===== config.mk =====
export PLATFORM = sky130hd
export DESIGN_NAME = burst_fetch_dma
export DESIGN_NICKNAME = d
export VERILOG_FILES = /design/src/rtl/dma_pkg.sv /design/src/rtl/burst_issue_ctrl.sv /design/src/rtl/beat_unpack.sv /design/src/rtl/burst_fetch_dma.sv
export SDC_FILE = /design/constraint.sdc
export NUM_CORES = 1
export LEC_CHECK = 0
export BUFFER_PORTS_ARGS = -buffer_cell sky130_fd_sc_hd__clkbuf_2
export CAP_MARGIN = 20
export CORE_MARGIN = 5
export CORE_UTILIZATION = 46
export CTS_CLUSTER_DIAMETER = 100
export CTS_CLUSTER_SIZE = 14
export DETAILED_ROUTE_END_ITERATION = 7
export PLACE_DENSITY = 0.85
export SLEW_MARGIN = 20
export SYNTH_ARGS = -nofsm -noshare
export SYNTH_HDL_FRONTEND = slang
export SYNTH_SLANG_ARGS = --single-unit

===== constraint.sdc =====
create_clock -name clk -period 2 [get_ports clk]
set_clock_uncertainty 0.2 [all_clocks]
set_input_delay 0.4 -clock clk [delete_from_list [all_inputs] [get_ports clk]]
set_output_delay 0.4 -clock clk [all_outputs]
set_load 0.03 [all_outputs]

===== src/rtl/dma_pkg.sv =====
package dma_pkg;
   typedef enum logic [1:0] {
      ST_IDLE = 2'd0,
      ST_REQ  = 2'd1,
      ST_WAIT = 2'd2
   } fetch_state_e;

   localparam logic [1:0] BURST_INCR = 2'b01;
endpackage


===== src/rtl/burst_issue_ctrl.sv =====
module burst_issue_ctrl
   import dma_pkg::*;
#(
   parameter int ADDR_W  = 32,
   parameter int LEN_W   = 32,
   parameter int FREE_W  = 6,
   parameter int BEATS   = 16,
   parameter int STEP    = 64,
   parameter int RESERVE = 32
) (
   input  logic              clk,
   input  logic              rst_n,
   input  logic              run,
   input  logic              cfg_load,
   input  logic [ADDR_W-1:0] start_addr,
   input  logic [LEN_W-1:0]  start_len,
   input  logic [FREE_W-1:0] fifo_free,
   input  logic              push_busy,
   input  logic              arready,
   input  logic              beat_fire,
   input  logic              rlast,
   output logic              arvalid,
   output logic [ADDR_W-1:0] araddr,
   output logic              done
);
   fetch_state_e      state_q;
   logic [ADDR_W-1:0] addr_q;
   logic [LEN_W-1:0]  left_q;
   logic              have_work;
   logic              room_ok;
   logic              issue_ok;

   // remaining count is signed: zero or below means nothing left
   assign have_work = $signed(left_q) > 0;
   assign room_ok   = fifo_free >= FREE_W'(RESERVE);
   assign issue_ok  = run && have_work && room_ok && !push_busy;

   always_ff @(posedge clk) begin
      if (!rst_n) begin
         state_q <= ST_IDLE;
         addr_q  <= '0;
         left_q  <= '0;
      end else begin
         unique case (state_q)
            ST_IDLE: begin
               if (cfg_load) begin
                  addr_q <= start_addr;
                  left_q <= start_len;
               end else if (issue_ok) begin
                  state_q <= ST_REQ;
               end
            end
            ST_REQ: begin
               if (arready) begin
                  addr_q  <= addr_q + ADDR_W'(STEP);
                  left_q  <= left_q - LEN_W'(BEATS);
                  state_q <= ST_WAIT;
               end
            end
            ST_WAIT: begin
               if (beat_fire && rlast) state_q <= ST_IDLE;
            end
            default: state_q <= ST_IDLE;
         endcase
      end
   end

   assign arvalid = (state_q == ST_REQ);
   assign araddr  = addr_q;
   assign done    = (state_q == ST_IDLE) && !have_work;
endmodule


===== src/rtl/beat_unpack.sv =====
module beat_unpack #(
   parameter int SAMPLE_W = 16,
   parameter int LANES    = 2
) (
   input  logic                      clk,
   input  logic                      rst_n,
   input  logic                      beat_fire,
   input  logic [LANES*SAMPLE_W-1:0] beat_data,
   output logic [LANES-1:0]          push_en,
   output logic [LANES*SAMPLE_W-1:0] push_data
);
   // lane k carries slice k of the beat; lane 0 (low half) is written first
   for (genvar k = 0; k < LANES; k++) begin : g_lane
      always_ff @(posedge clk) begin
         if (!rst_n) begin
            push_en[k]                       <= 1'b0;
            push_data[k*SAMPLE_W +: SAMPLE_W] <= '0;
         end else begin
            push_en[k] <= beat_fire;
            if (beat_fire)
               push_data[k*SAMPLE_W +: SAMPLE_W] <= beat_data[k*SAMPLE_W +: SAMPLE_W];
         end
      end
   end
endmodule


===== src/rtl/burst_fetch_dma.sv =====
module burst_fetch_dma
   import dma_pkg::*;
#(
   parameter int ADDR_W     = 32,
   parameter int LEN_W      = 32,
   parameter int DATA_W     = 32,
   parameter int SAMPLE_W   = 16,
   parameter int BEATS      = 16,
   parameter int FIFO_DEPTH = 32,
   parameter int ID_W       = 4,
   parameter int ID_VAL     = 1,
   localparam int LANES     = DATA_W / SAMPLE_W,
   localparam int FREE_W    = $clog2(FIFO_DEPTH + 1)
) (
   input  logic                clk,
   input  logic                rst_n,
   input  logic                run,
   input  logic                cfg_load,
   input  logic [ADDR_W-1:0]   start_addr,
   input  logic [LEN_W-1:0]    start_len,
   input  logic [FREE_W-1:0]   fifo_free,
   output logic                arvalid,
   input  logic                arready,
   output logic [ADDR_W-1:0]   araddr,
   output logic [7:0]          arlen,
   output logic [2:0]          arsize,
   output logic [1:0]          arburst,
   output logic                arlock,
   output logic [ID_W-1:0]     arid,
   input  logic                rvalid,
   input  logic [DATA_W-1:0]   rdata,
   input  logic                rlast,
   output logic                rready,
   output logic [LANES-1:0]    push_en,
   output logic [DATA_W-1:0]   push_data,
   output logic                done
);
   localparam int RESERVE   = BEATS * LANES;
   localparam int STEP      = BEATS * (DATA_W / 8);
   localparam int SIZE_CODE = $clog2(DATA_W / 8);

   if (DATA_W % SAMPLE_W != 0) begin : g_bad_lanes
      $error("DATA_W must be a multiple of SAMPLE_W");
   end
   if (BEATS < 1 || BEATS > 256) begin : g_bad_beats
      $error("BEATS must lie in 1..256");
   end
   if (RESERVE > FIFO_DEPTH) begin : g_bad_depth
      $error("FIFO_DEPTH cannot hold a whole burst");
   end

   logic beat_fire;
   logic push_busy;

   always_ff @(posedge clk) begin
      if (!rst_n) rready <= 1'b0;
      else        rready <= 1'b1;
   end

   assign beat_fire = rvalid && rready;
   assign push_busy = |push_en;

   assign arlen   = 8'(BEATS - 1);
   assign arsize  = 3'(SIZE_CODE);
   assign arburst = BURST_INCR;
   assign arlock  = 1'b0;
   assign arid    = ID_W'(ID_VAL);

   burst_issue_ctrl #(
      .ADDR_W(ADDR_W), .LEN_W(LEN_W), .FREE_W(FREE_W),
      .BEATS(BEATS), .STEP(STEP), .RESERVE(RESERVE)
   ) u_ctrl (
      .clk(clk), .rst_n(rst_n), .run(run), .cfg_load(cfg_load),
      .start_addr(start_addr), .start_len(start_len), .fifo_free(fifo_free),
      .push_busy(push_busy), .arready(arready), .beat_fire(beat_fire),
      .rlast(rlast), .arvalid(arvalid), .araddr(araddr), .done(done)
   );

   beat_unpack #(
      .SAMPLE_W(SAMPLE_W), .LANES(LANES)
   ) u_unpack (
      .clk(clk), .rst_n(rst_n), .beat_fire(beat_fire), .beat_data(rdata),
      .push_en(push_en), .push_data(push_data)
   );
endmodule


==> results of run 1 <==
==> critical path: cells and delay by family (launching register included) <==
| kind | cells | cell delay, ns |
|---|---|---|
| AOI/OAI and AO/OA | 1 | 0.39 |
| DFF | 1 | 0.34 |
| buffers and inverters | 1 | 0.18 |
| and+or+nand+nor | 3 | 0.65 |
==> metal layers <==
layer / vias up / track usage (%) / routed length [um]
li1: 3167 / - / -
met1: 3061 / 33.3 / 7800
met2: 419 / 41.9 / 9330
met3: 81 / 4.30 / 1970
met4: 0 / 12.5 / 870
met5: - / 0 / 0
==> kinds of logic (layout without fill, tap and decap cells) <==
logic type | count (synthesis) | after routing | synth area share, %
multiplexers | 6 | 6 | 1.14
other | 2 | 18 | 0.134
flip-flops | 100 | 100 | 35.7
AO/OA/AOI/OAI | 232 | 232 | 27.2
buffers and inverters | 82 | 295 | 6.82
adder cells (fa/ha/maj) | 3 | 3 | 0.669
AND/OR/NAND/NOR | 319 | 319 | 28.4
==> through the flow <==
| step | cells | utilization [%] |
|---|---|---|
| 2_1_floorplan | 760 | - |
| 3_3_place_gp | 1100 | 60.3 |
| 3_5_place_dp | 1100 | 60.3 |
| 4_1_cts | 1118 | 63.1 |
| 5_1_grt | 1120 | 63.7 |
| 6_report | 1120 | 63.7 |
==> cells in the final DEF (no fill, tap or decap), drive strengths merged, types with 4 or more instances in the layout <==
cell type | netlist | routed
nand2 | 137 | 137
nor3 | 22 | 22
o31a | 9 | 9
nor4b | 5 | 5
a21oi | 85 | 85
and4 | 4 | 4
or3 | 4 | 4
buf | 27 | 99
a31oi | 12 | 12
nor2b | 11 | 11
and3 | 9 | 9
nor2 | 32 | 32
conb | 2 | 18
and2 | 11 | 11
inv | 7 | 8
a221oi | 5 | 5
a2bb2oi | 6 | 6
nand3 | 21 | 21
nand2b | 4 | 4
dfxtp | 100 | 100
nand3b | 7 | 7
or4 | 9 | 9
o22ai | 8 | 8
o211ai | 12 | 12
o21ai | 34 | 34
nor3b | 5 | 5
nand4 | 13 | 13
o2bb2ai | 6 | 6
o211a | 4 | 4
a211o | 6 | 6
clkbuf | 48 | 183
o311ai | 8 | 8
nor4 | 21 | 21
==> sequential cells by signal (all words and copies together), names as in the netlist <==
signal / cells
u_ctrl.araddr: 32
u_ctrl.left_q: 32
u_unpack.push_data: 32
u_ctrl.state_q: 2
rready: 1
u_unpack.push_en: 1
==> final timing paths <==
path	start	endpoint	slack [ns]	depth (start not counted)
setup / recovery	u_ctrl.left_q[20]$_SDFFE_PN0P_	done	-0.50	5
hold reg to reg	u_unpack.push_data[31]$_SDFFE_PN0P_	u_unpack.push_data[31]$_SDFFE_PN0P_	0.25	2
hold / removal	rdata[11]	u_unpack.push_data[11]$_SDFFE_PN0P_	0.07	3
setup reg to reg	u_ctrl.left_q[23]$_SDFFE_PN0P_	u_ctrl.left_q[26]$_SDFFE_PN0P_	-0.14	4
==> final cells by class <==
cell class | count | area [um^2] | area share (%)
clock buffer | 10 | 229 | 2.99
clock inverter | 6 | 56.3 | 0.736
inverter | 7 | 30.0 | 0.393
multi-input combinational | 578 | 3410 | 44.6
sequential | 100 | 2010 | 26.3
tap | 147 | 184 | 2.40
timing repair buffer | 272 | 1730 | 22.6
==> power by group through the flow <==
stage / sequential [mW] / clock [mW] / combinational (mW)
floorplan: 2.42 / 0 / 0.627
CTS: 2.23 / 1.70 / 1.35
detailed placement: 2.27 / 0 / 1.32
finish: 2.24 / 1.67 / 1.38
global route: 2.25 / 1.77 / 1.48
global placement: 2.26 / 0 / 1.30
==> timing repair <==
action / in CTS / in global routing
setup buffers: 3 / 1
hold endpoints to repair: 0 / 0
setup endpoints to repair: 8 / 26
pin swaps: 5 / 4
gates cloned: 0 / 1
resized for setup: 13 / 11
==> results list, run 1 <==
* Total Negative Setup Slacks: -0.694 ns
- Worst Slack Setup Final: -0.504 ns
* Die Outline Area: 14500 um^2
* Post-Synthesis Cells: 744
- The floorplan step defined a core boundary enclosing 12000 um^2.
- At the end of routability-driven placement, the weighted congestion stood at 0.957.
- TritonCTS built the clock tree.
- Before antenna repair, the detailed router went through 5 iterations.
- Number of placement rows: 40
- In the routed design, unresolved DRC markers number 0.
- In the synthesized netlist the dominant register cell turns out to be sky130_fd_sc_hd__dfxtp_1.
- Net switching is roughly 33% of the power.
- Area grow syn2layout: 36.3%
- Share of synthesized area occupied by flip-flops and latches: around 36%
* Final Cycle Share: 125%
- Global routing finished with a remaining overflow of 0.
- For this run, the top clock speed supported by timing is 399 MHz.
- I/O pin count: roughly 200
* First-pass GRT wire length: approximately 31 mm
- Counting I/O delays and the setup requirement, the final critical path takes ~2.5 ns.
- Clock share of power: 31.6%
- Number of hold buffers added after CTS: 0
- At the pin with the least slew margin, the transition time is roughly 0.52 ns.
* Leak Pwr: ~3.3 nW
* H-tree levels: 3
- Relative max-transition margin: 65.1%
- Area share of the largest cell type after synthesis: roughly 36%
- Synth area leaders: sky130_fd_sc_hd__dfxtp_1, sky130_fd_sc_hd__nand2_1, sky130_fd_sc_hd__a21oi_1
- For the worst setup path, the data required time is around 1.4 ns.
- The initial antenna violation count came to 0.
- Hold is met by ~0.069 ns.
- Mean instance size in the synthesized netlist: ~7.5 um^2
- Number of failing setup endpoints in the final timing report: 3
* Count of endpoints failing hold in the final timing report: 0
- Kind of path behind the tightest hold check: input port to flop
- Synth Cell Area: 5610 um^2
- STA classifies the critical path startpoint as a flop.
- RSZ-0062 raised after global routing: yes
- Summed over all nets, the half-perimeter wirelength after detailed placement is about 14 mm.
- Entering global routing, the biggest net connects 67 pins.
- Warnings from Yosys: 0
- Status: finished with violations
- The worst setup path is of the flop to output port kind.
* Clk pin slew, worst setup/hold paths: about 0.07 ns
* Pre-CTS setup slack: -0.139 ns
- In this run the power spent charging and discharging nets is about 1.8 mW.
* Port Buffer Count: 172
* Internal portion of total power: between 3 and 4 mW
- Sequential Power Share: a little over two fifths
- Vias in the first global route: 6106
- Register bit total from synthesis: 100
- In the global route stage, overall resource usage came out at 25.8%.
- Peak supply drop: between 0.3 and 0.4 mV
* Standard cell area after detailed placement: about 7200 um^2
* Effective utilization at floorplan: around 47%
- Traced cell by cell, the critical path runs through nor3_1 -> nand4_1 -> o31a_1 -> nor3_4 -> clkbuf_8.
* Top-count cell post-synth: sky130_fd_sc_hd__nand2_1
- Dividing the detail-routed via count by the number of cells gives 6.01.
- After synthesis, the share of flip-flops with an asynchronous set or reset is 0%.
* Comb power frac: a little over a quarter
* Crit path largest cell delay: between 0.3 and 0.4 ns
- Counting distinct cell types in the post-synthesis netlist gives 65.
- Latest clock arrival within the worst-skew pair: 0.35 ns
* # diodes: 0
* Capturing element type of the critical path: output port
- Power comes to roughly 5.3 mW.
- Number of nets in the layout: ~1100
- The tool flagged a number of max-cap violations equal to 0.
- Violation count after the first detailed-route iteration: roughly 670
- Layout cell share with drive strength beyond 1: between 30% and 40%
* Max-slew violations: 0
- Crit path max-delay cell type: sky130_fd_sc_hd__o31a_1
- Commonest cells in the synthesized netlist: sky130_fd_sc_hd__nand2_1, sky130_fd_sc_hd__dfxtp_1, sky130_fd_sc_hd__a21oi_1
- Wire length per cell: about 18 um
* Post-synthesis cell type with the largest combined area: sky130_fd_sc_hd__dfxtp_1
- Remaining antenna violation count: 0
- At the worst endpoint, the arrival time is 1.90 ns.
* Cts bufs inserted: 9
* Maximum root-to-sink buffer count: 2
- Number of inserted filler cells in the final layout: slightly above 1000
* Width of the die: roughly 120 um
* Via count: ~6700
- Violations in the final reports: setup timing
- The synthesized design contains 0 enable-type register cells.
* Clock root buffer master: sky130_fd_sc_hd__clkbuf_16
- Power density relative to cell area: 692 nW/um^2
- Crit-path max FO: 4
* Area of all placed cells without fillers: 7650 um^2
* Height of the die: 120 um
* Wirelength, routed: 20.0 mm
- Sinks on Clock Net: 100
Power figures use the tool's default switching activity.
==> run 2: changes to the inputs <==
--- a/config.mk
+++ b/config.mk
@@ -8,11 +8,12 @@
 export BUFFER_PORTS_ARGS = -buffer_cell sky130_fd_sc_hd__clkbuf_2
 export CAP_MARGIN = 20
 export CORE_MARGIN = 5
-export CORE_UTILIZATION = 46
+export CORE_UTILIZATION = 51
 export CTS_CLUSTER_DIAMETER = 100
 export CTS_CLUSTER_SIZE = 14
 export DETAILED_ROUTE_END_ITERATION = 7
-export PLACE_DENSITY = 0.85
+export GPL_ROUTABILITY_DRIVEN = 0
+export PLACE_DENSITY = 0.89
 export SLEW_MARGIN = 20
 export SYNTH_ARGS = -nofsm -noshare
 export SYNTH_HDL_FRONTEND = slang
==> constraint.sdc (replaced) <==
create_clock -name clk -period 2.65 [get_ports clk]
set_clock_uncertainty 0.2 [all_clocks]
set_input_delay 0.53 -clock clk [delete_from_list [all_inputs] [get_ports clk]]
set_output_delay 0.53 -clock clk [all_outputs]
set_load 0.03 [all_outputs]
==> run 2 against run 1 <==
  * The run now ends clean
  * Via count fell by 4.2%
  * Design area fell by 10%
  * Global-route usage rose by 0.85 points
  * Count of clock-buffer cells in the layout did not move
  * Sequential share of layout area rose by 2.9 points
  * Register-to-register slack improved by 0.50 ns
  * Highest routed layer unchanged
==> results list, run 2 (synthesis gave the netlist of run 1 again) <==
* Status: completed (was finished with violations)
- The kind of launch point of the worst setup path is a flop (unchanged).
- H-tree levels: 3 (unchanged)
- The leading cell type in the layout, fill and taps excluded is sky130_fd_sc_hd__clkbuf_2 (unchanged).
* Via count: 6445 (was 6728)
- Vias in the first global route: 5881 (was 6106)
- The final count of pins violating max slew came to 0 (unchanged).
* Flop-to-flop setup slack: 0.36 ns (was -0.14 ns)
- The final routed DRC violation total came to 0 (unchanged).
- The quantity of I/O buffers inserted on ports came to 172 (unchanged).
* Standard cell area after detailed placement: 6620 um^2 (was 7240 um^2)
- Final HPWL from detailed placement: 12.9 mm (was 14.3 mm)
- Relative max-transition margin: 53.1% (was 65.1%)
* Area of all placed cells without fillers: 6860 um^2 (was 7650 um^2)
- Hold slack final: 0.164 ns (was 0.0688 ns)
* Peak supply drop: 0.242 mV (was 0.350 mV)
- Cts bufs inserted: 9 (unchanged)
- Layout cell share with drive strength beyond 1: 26.4% (was 33.4%)
* Effective utilization at floorplan: 52.0% (was 46.7%)
* Area of the core region: 10800 um^2 (was 12000 um^2)
* Highest-count cells in the layout ignoring fill and taps: sky130_fd_sc_hd__clkbuf_2, sky130_fd_sc_hd__nand2_1, sky130_fd_sc_hd__dfxtp_1 (was sky130_fd_sc_hd__clkbuf_2, sky130_fd_sc_hd__nand2_1, sky130_fd_sc_hd__buf_4)
- The number of cell rows was 38 (was 40).
* Arrival time of the worst setup path: 1.87 ns (was 1.90 ns)
* # diodes: 0 (unchanged)
- The static leakage came to 2.91 nW (was 3.35 nW).
- The peak fanout along the critical path is 6 (was 4).
- Sum of internal, switching and leakage power: 3.54 mW (was 5.29 mW)
- The clock transition time at the flip-flop clock pins of the worst setup and hold paths is 0.11 ns (was 0.07 ns).
- Sinks on Clock Net: 100 (unchanged)
- Number of failing setup endpoints in the final timing report: 0 (was 3)
- The total detailed-routing wirelength was 18.4 mm (was 20.0 mm).
- The worst reg2reg path depth is 5 (was 4).
- Clock root buffer master: sky130_fd_sc_hd__clkbuf_8 (was sky130_fd_sc_hd__clkbuf_16)
- First-pass GRT wire length: 28.9 mm (was 30.5 mm)
- Die Outline Area: 13200 um^2 (was 14500 um^2)
- Post-detailed-route via-to-cell ratio: 6.19 (was 6.01)
- The actual transition at the worst max-transition pin came to 0.697 ns (was 0.523 ns).
- Number of instances on the worst hold path: 3 (unchanged)
* Overflow after GRT: 0 (unchanged)
- The TritonCTS clock tree was built (unchanged).
* Violation count after the first detailed-route iteration: 638 (was 666)
* Width of the die: 115 um (was 120 um)
- The global-route usage over all layers was 26.7% (was 25.8%).
- The net count reported at finish was 1009 (was 1080).
- Remaining antenna violation count: 0 (unchanged)
- The maximum number of pins on one net before global-route repair is 45 (was 67).
* Worst setup path class: flop to output port (unchanged)
- The class of the most critical hold timing path is input port to flop (unchanged).
- Final Cycle Share: between 90% and 100%
- Worst endpoint required time: 1.92 ns (was 1.40 ns)
* Maximum root-to-sink buffer count: 2 (unchanged)
- The layout overhead on the synthesized area is 22.3% (was 36.3%).
- The clock latency on the worst-skew pair is 0.37 ns (was 0.35 ns).
* Power density relative to cell area: 515 nW/um^2 (was 692 nW/um^2)
- Capturing element type of the critical path: output port (unchanged)
- RSZ-0062 raised after global routing: yes (unchanged)
- I/O pin count: 196 (unchanged)
- Wire length per cell: 17.6 um (was 17.8 um)
* Height of the die: 115 um (was 120 um)
* Crit path time final: around 2.6 ns
- Number of antenna violations at the first check in global routing: 0 (unchanged)
- Maximum clock frequency: around 380 MHz
* MaxCap Viol Count: 0 (unchanged)
- Iteration count of the initial detailed-routing pass: 5 (unchanged)
- The total count of hold-check failures in the final report was 0 (unchanged).
## run 2: changes by cell type in the layout (fill, tap and decap cells not counted), sizes merged
| cell | previous run | this run |
|---|---|---|
| clkbuf | 183 | 181 |
| buf | 99 | 30 |
| clkinv | 3 | 2 |
| inv | 8 | 10 |
| clkinvlp | 2 | 1 |
## run 2: worst paths after layout
| check | start | endpoint |
|---|---|---|
| max | u_ctrl.left_q[10]$_SDFFE_PN0P_ | done |
| min | rdata[5] | u_unpack.push_data[5]$_SDFFE_PN0P_ |
| max reg2reg | u_ctrl.state_q[0]$_SDFFE_PN0P_ | u_ctrl.left_q[12]$_SDFFE_PN0P_ |
| min reg2reg | u_unpack.push_data[29]$_SDFFE_PN0P_ | u_unpack.push_data[29]$_SDFFE_PN0P_ |
## run 2: power by group
group          internal (mW)  leakage [nW]  total (mW)  switching (mW)
logic                  0.315          1.99       0.868           0.553
registers               1.60         0.824        1.72           0.118
clock network          0.360        0.0894       0.953           0.593
total                   2.27          2.91        3.54            1.26
## run 2: what timing repair did
item                       4_1_cts  5_1_grt
gates resized for setup          8        5
cloned                           0        0
setup buffers                    0        1
hold buffers                     0        0
pin swaps                        1        4
setup endpoints to repair        1        1
## run 2: critical path, cell delays in order, from the launching register on
cell	delay [ns]
sky130_fd_sc_hd__dfxtp_2	0.37
sky130_fd_sc_hd__nor4_4	0.32
sky130_fd_sc_hd__nand4_1	0.17
sky130_fd_sc_hd__o31a_1	0.35
sky130_fd_sc_hd__nor3_2	0.12
sky130_fd_sc_hd__buf_4	0.18
## run 2: layer usage
layer | GRT usage (%) | up-vias | share of wire, %
li1 | - | 3022 | -
met1 | 35.1 | 2948 | 40
met2 | 42.7 | 401 | 47
met3 | 4.58 | 74 | 9.5
met4 | 12.3 | 0 | 3.9
met5 | 0 | - | 0
## run 2: layout make-up
| class | instances | area [um^2] |
|---|---|---|
| inverters | 7 | 26.3 |
| clock buffers | 10 | 128 |
| well taps | 140 | 175 |
| repair buffers | 201 | 1120 |
| fillers | 979 | 3930 |
| flip-flops and latches | 100 | 2000 |
| multi-input cells | 578 | 3360 |
| clock inverters | 6 | 53.8 |
## run 2: stage by stage
| stage | setup slack (ns) | utilization, % | TNS, ns | cells |
|---|---|---|---|---|
| 2_1_floorplan | 0.0780 | - | 0 | 760 |
| 3_3_place_gp | 0.306 | 61.3 | 0 | 1025 |
| 3_5_place_dp | 0.301 | 61.3 | 0 | 1025 |
| 4_1_cts | 0.00467 | 63.4 | 0 | 1041 |
| 5_1_grt | -0.0653 | 63.6 | -0.0653 | 1042 |
| 6_report | 0.0503 | 63.6 | 0 | 1042 |
==> run 3: changes to the inputs <==
--- a/config.mk
+++ b/config.mk
@@ -5,6 +5,7 @@
 export SDC_FILE = /design/constraint.sdc
 export NUM_CORES = 1
 export LEC_CHECK = 0
+export ABC_AREA = 1
 export BUFFER_PORTS_ARGS = -buffer_cell sky130_fd_sc_hd__clkbuf_2
 export CAP_MARGIN = 20
 export CORE_MARGIN = 5
@@ -17,4 +18,5 @@
 export SLEW_MARGIN = 20
 export SYNTH_ARGS = -nofsm -noshare
 export SYNTH_HDL_FRONTEND = slang
+export SYNTH_HIERARCHICAL = 1
 export SYNTH_SLANG_ARGS = --single-unit
==> run 3 against run 2 <==
  * Sequential cell count unchanged
  * Combinational power up 26%
  * Fmax up 4.3%
  * Via count down 1.1%
  * Power up 19%
  * Register-to-register slack better by 0.26 ns
  * First-iteration DRC count down 6.3%
  * Non-clock buffer count down 17
  * Hold slack better by 0.072 ns
  * Routed wire length down 12%
  * Critical endpoint unchanged
  * Largest cell class unchanged
==> results list, run 3 <==
- The clock share of power is 32.0% (was 26.9%).
- Final HPWL from detailed placement: 11.9 mm (was 12.9 mm)
- Post-detailed-route via-to-cell ratio: 5.13 (was 6.19)
- Crit-path max FO: 4 (was 6)
* MaxCap Viol Count: 0 (unchanged)
* I/O pin count: 196 (unchanged)
* Maximum root-to-sink buffer count: 2 (unchanged)
- Sequential Power Share: 42.1% (was 48.5%)
* Synth Cell Area: 5910 um^2 (was 5610 um^2)
- The warning count from the yosys run is 6 (was 0).
- Crit path buffers/inverters: 1 (unchanged)
- The area share of the leading cell type in the synthesized netlist was 33.9% (was 35.7%).
* Switching fraction of total power: 34.6% (was 35.7%)
* TritonCTS clock tree: built (unchanged)
* Most frequent cell on the critical path: sky130_fd_sc_hd__nor2_1
- The class of the most critical hold timing path is input port to flop (unchanged).
- The proportion of register bits with asynchronous set or reset after synthesis is 0% (unchanged).
- Number of distinct standard cells referenced by the synthesized netlist: 38 (was 65)
- Iteration count of the initial detailed-routing pass: 8 (was 5)
- Number of flops mapped to enable cells by yosys: 0 (unchanged)
* Final standard cell count with taps included and fillers excluded: 1244 (was 1042)
* Latest clock arrival within the worst-skew pair: 0.35 ns (was 0.37 ns)
- The quantity of I/O buffers inserted on ports came to 172 (unchanged).
- The leading cell type in the layout, fill and taps excluded is sky130_fd_sc_hd__nand2_1 (was sky130_fd_sc_hd__clkbuf_2).
* Reg2reg path depth: 8 (was 5)
- The number of buffers added by the clock tree synthesis step came to 9 (unchanged).
- Leak Pwr: 3.53 nW (was 2.91 nW)
* Wire length per cell: 13.0 um (was 17.6 um)
* Top flip-flop cell by instance count after synthesis: sky130_fd_sc_hd__dfxtp_1 (unchanged)
* Register bit total from synthesis: 100 (unchanged)
* Crit path time final: 2.49 ns (was 2.60 ns)
- Share of synthesized area occupied by flip-flops and latches: 33.9% (was 35.7%)
- The number of stages on the worst setup path came to 6 (was 5).
- Commonest cells in the synthesized netlist: sky130_fd_sc_hd__nand2_1, sky130_fd_sc_hd__nor2_1, sky130_fd_sc_hd__dfxtp_1 (was sky130_fd_sc_hd__nand2_1, sky130_fd_sc_hd__dfxtp_1, sky130_fd_sc_hd__a21oi_1).
- Area of all placed cells without fillers: 7010 um^2 (was 6860 um^2)
- The layout overhead on the synthesized area was 18.5% (was 22.3%).
- Clock root buffer master: sky130_fd_sc_hd__clkbuf_16 (was sky130_fd_sc_hd__clkbuf_8)
- The kind of launch point of the worst setup path is a flop (unchanged).
- The cell type of the slowest stage on the worst timing path is sky130_fd_sc_hd__dfxtp_1 (was sky130_fd_sc_hd__dfxtp_2).
* Post-Synthesis Cells: 946 (was 744)
* Standard cell area after detailed placement: 6700 um^2 (was 6620 um^2)
- Internal portion of total power: 2.74 mW (was 2.27 mW)
* Post-synthesis cell type with the largest combined area: sky130_fd_sc_hd__dfxtp_1 (unchanged)
- Layout cell share with drive strength beyond 1: 21.6% (was 26.4%)
- Synth area leaders: sky130_fd_sc_hd__dfxtp_1, sky130_fd_sc_hd__nand2_1, sky130_fd_sc_hd__nor2_1 (was sky130_fd_sc_hd__dfxtp_1, sky130_fd_sc_hd__nand2_1, sky130_fd_sc_hd__a21oi_1).
- Pin count of the biggest net entering global routing: 53 (was 45)
- Total global routing track utilization: 23.0% (was 26.7%)
- The floorplan die width came to 118 um (was 115 um).
- Total Negative Setup Slacks: 0 ns (unchanged)
* Net Switching: 1.45 mW (was 1.26 mW)
- Die Outline Area: 13800 um^2 (was 13200 um^2)
- H-tree levels: 3 (unchanged)
- The largest vdd supply drop is 0.553 mV (was 0.242 mV).
* Area of the core region: 11400 um^2 (was 10800 um^2)
- Max-slew violations: 0 (unchanged)
* Clk pin slew, worst setup/hold paths: 0.07 ns (was 0.11 ns)
* Sinks on Clock Net: 100 (unchanged)
- The final antenna diode count was 0 (unchanged).
- The largest stage delay on the critical path came to 0.36 ns (was 0.37 ns).
* Top delay family on crit path: simple AND/OR/NAND/NOR gates (unchanged)
- The number of instances in the placed design came to 1228 (was 1025).
- Violation count after the first detailed-route iteration: 598 (was 638)
- The first-pass GRT wire length came to 27.1 mm (was 28.9 mm).
- Status: completed (unchanged)
- The depth of the worst hold-timing path is 3 (unchanged).
- Worst setup path class: flop to output port (unchanged)
- Number of nets in the layout: 1208 (was 1009)
- The effective utilization at floorplan was 52.0% (about the same).
- The total detailed-routing wirelength is 16.1 mm (was 18.4 mm).
- The overflow left after global routing came to 0 (unchanged).
- Final Cycle Share: 94.0% (was 98.1%)
- Number of placement rows: 39 (was 38)
- Vias in the first global route: 5857 (was 5881)
- Maximum clock frequency: 401 MHz (was 385 MHz)
- Remaining antenna violation count: 0 (unchanged)
- Worst endpoint required time: 1.92 ns (about the same)
- The portion of total power attributed to combinational logic was 25.9% (was 24.5%).
- The arrival time of data at the critical path endpoint came to 1.76 ns (was 1.87 ns).
- RSZ-0062 raised after global routing: no (was yes).
* Residual DRC: 0 (unchanged)
- The overall power consumption came to 4.20 mW (was 3.54 mW).
- The core occupancy in the finished layout came to 61.6% (was 63.6%).
- Highest-count cells in the layout ignoring fill and taps: sky130_fd_sc_hd__nand2_1, sky130_fd_sc_hd__clkbuf_2, sky130_fd_sc_hd__nor2_1 (was sky130_fd_sc_hd__clkbuf_2, sky130_fd_sc_hd__nand2_1, sky130_fd_sc_hd__dfxtp_1).
* Via count: 6376 (was 6445)
- Setup Fix Bufs, Post-CTS: 0 (unchanged)
* Number of failing setup endpoints in the final timing report: 0 (unchanged)
- The power density normalized to cell area was 599 nW/um^2 (was 515 nW/um^2).
- Critical-path cell list: nor2_1 -> nand4_1 -> nor2_1 -> nand3_1 -> a21boi_1 -> buf_4 (was nor4_4 -> nand4_1 -> o31a_1 -> nor3_2 -> buf_4).
* Height of the die: 118 um (was 115 um)
- The total count of hold-check failures in the final report came to 0 (unchanged).
- The post-synthesis area per instance was 6.25 um^2 (was 7.54 um^2).
* Top-count cell post-synth: sky130_fd_sc_hd__nand2_1 (unchanged)
- The initial antenna violation count is 0 (unchanged).
- Capturing element type of the critical path: output port (unchanged)
[run 3: final cells by class]
class,instances,area (um^2)
Multi-Input combinational cell,706,3210
Tap cell,143,179
Fill cell,1080,4360
Timing Repair Buffer,184,953
Clock inverter,6,63.8
Sequential cell,100,2000
Clock buffer,10,239
Inverter,95,357
[run 3: cell families after synthesis]
family,count (synthesis),synth area share (%)
AO/OA/AOI/OAI,146,13.6
XOR/XNOR,14,2.07
adder cells (fa/ha/maj),3,0.635
buffers and inverters,156,12.8
flip-flops,100,33.9
other,2,0.127
AND/OR/NAND/NOR,525,36.9
[run 3: what timing repair did]
item / CTS / global route
endpoints found under the setup margin: 0 / 1
endpoints found under the hold margin: 0 / 0
hold buffers: 0 / 0
gates resized for setup: 0 / 4
[run 3: worst paths after layout]
check        slack (ns)                               start                                 end
max                0.16      u_ctrl/left_q[10]$_SDFFE_PN0P_                                done
min                0.24                      start_addr[10]      u_ctrl/araddr[10]$_SDFFE_PN0P_
max reg2reg        0.62      u_ctrl/state_q[0]$_SDFFE_PN0P_       u_ctrl/araddr[9]$_SDFFE_PN0P_
min reg2reg        0.27  u_unpack/push_data[6]$_SDFFE_PN0P_  u_unpack/push_data[6]$_SDFFE_PN0P_
[run 3: through the flow]
stage,hold slack (ns),worst slack (ns)
floorplan,0.254,0.394
global placement,0.256,0.487
detailed placement,0.261,0.484
CTS,0.217,0.0551
global route,0.241,0.0563
finish,0.236,0.158
[run 3: per-layer routing]
| layer | vias to the layer above | share of wire, % | track usage, % |
|---|---|---|---|
| li1 | 3248 | - | - |
| met1 | 2789 | 41 | 28.8 |
| met2 | 309 | 46 | 37.4 |
| met3 | 30 | 11 | 8.46 |
| met4 | 0 | 1.4 | 6.02 |
| met5 | - | 0 | 0 |
[run 3: power groups by stage]
stage	logic, mW	registers [mW]	clock network (mW)
final	1.09	1.77	1.34
after global routing	1.21	1.79	1.45
after CTS	1.08	1.76	1.38
after detailed placement	1.07	1.80	0
after global placement	1.05	1.79	0
after floorplan	0.663	1.93	0
[run 3: tightest hold or removal path, delay by kind of cell]
family	cells	cell delay, ns
buffers and inverters	1	0.08
AND/OR/NAND/NOR	1	0.05
AO/OA/AOI/OAI	1	0.07
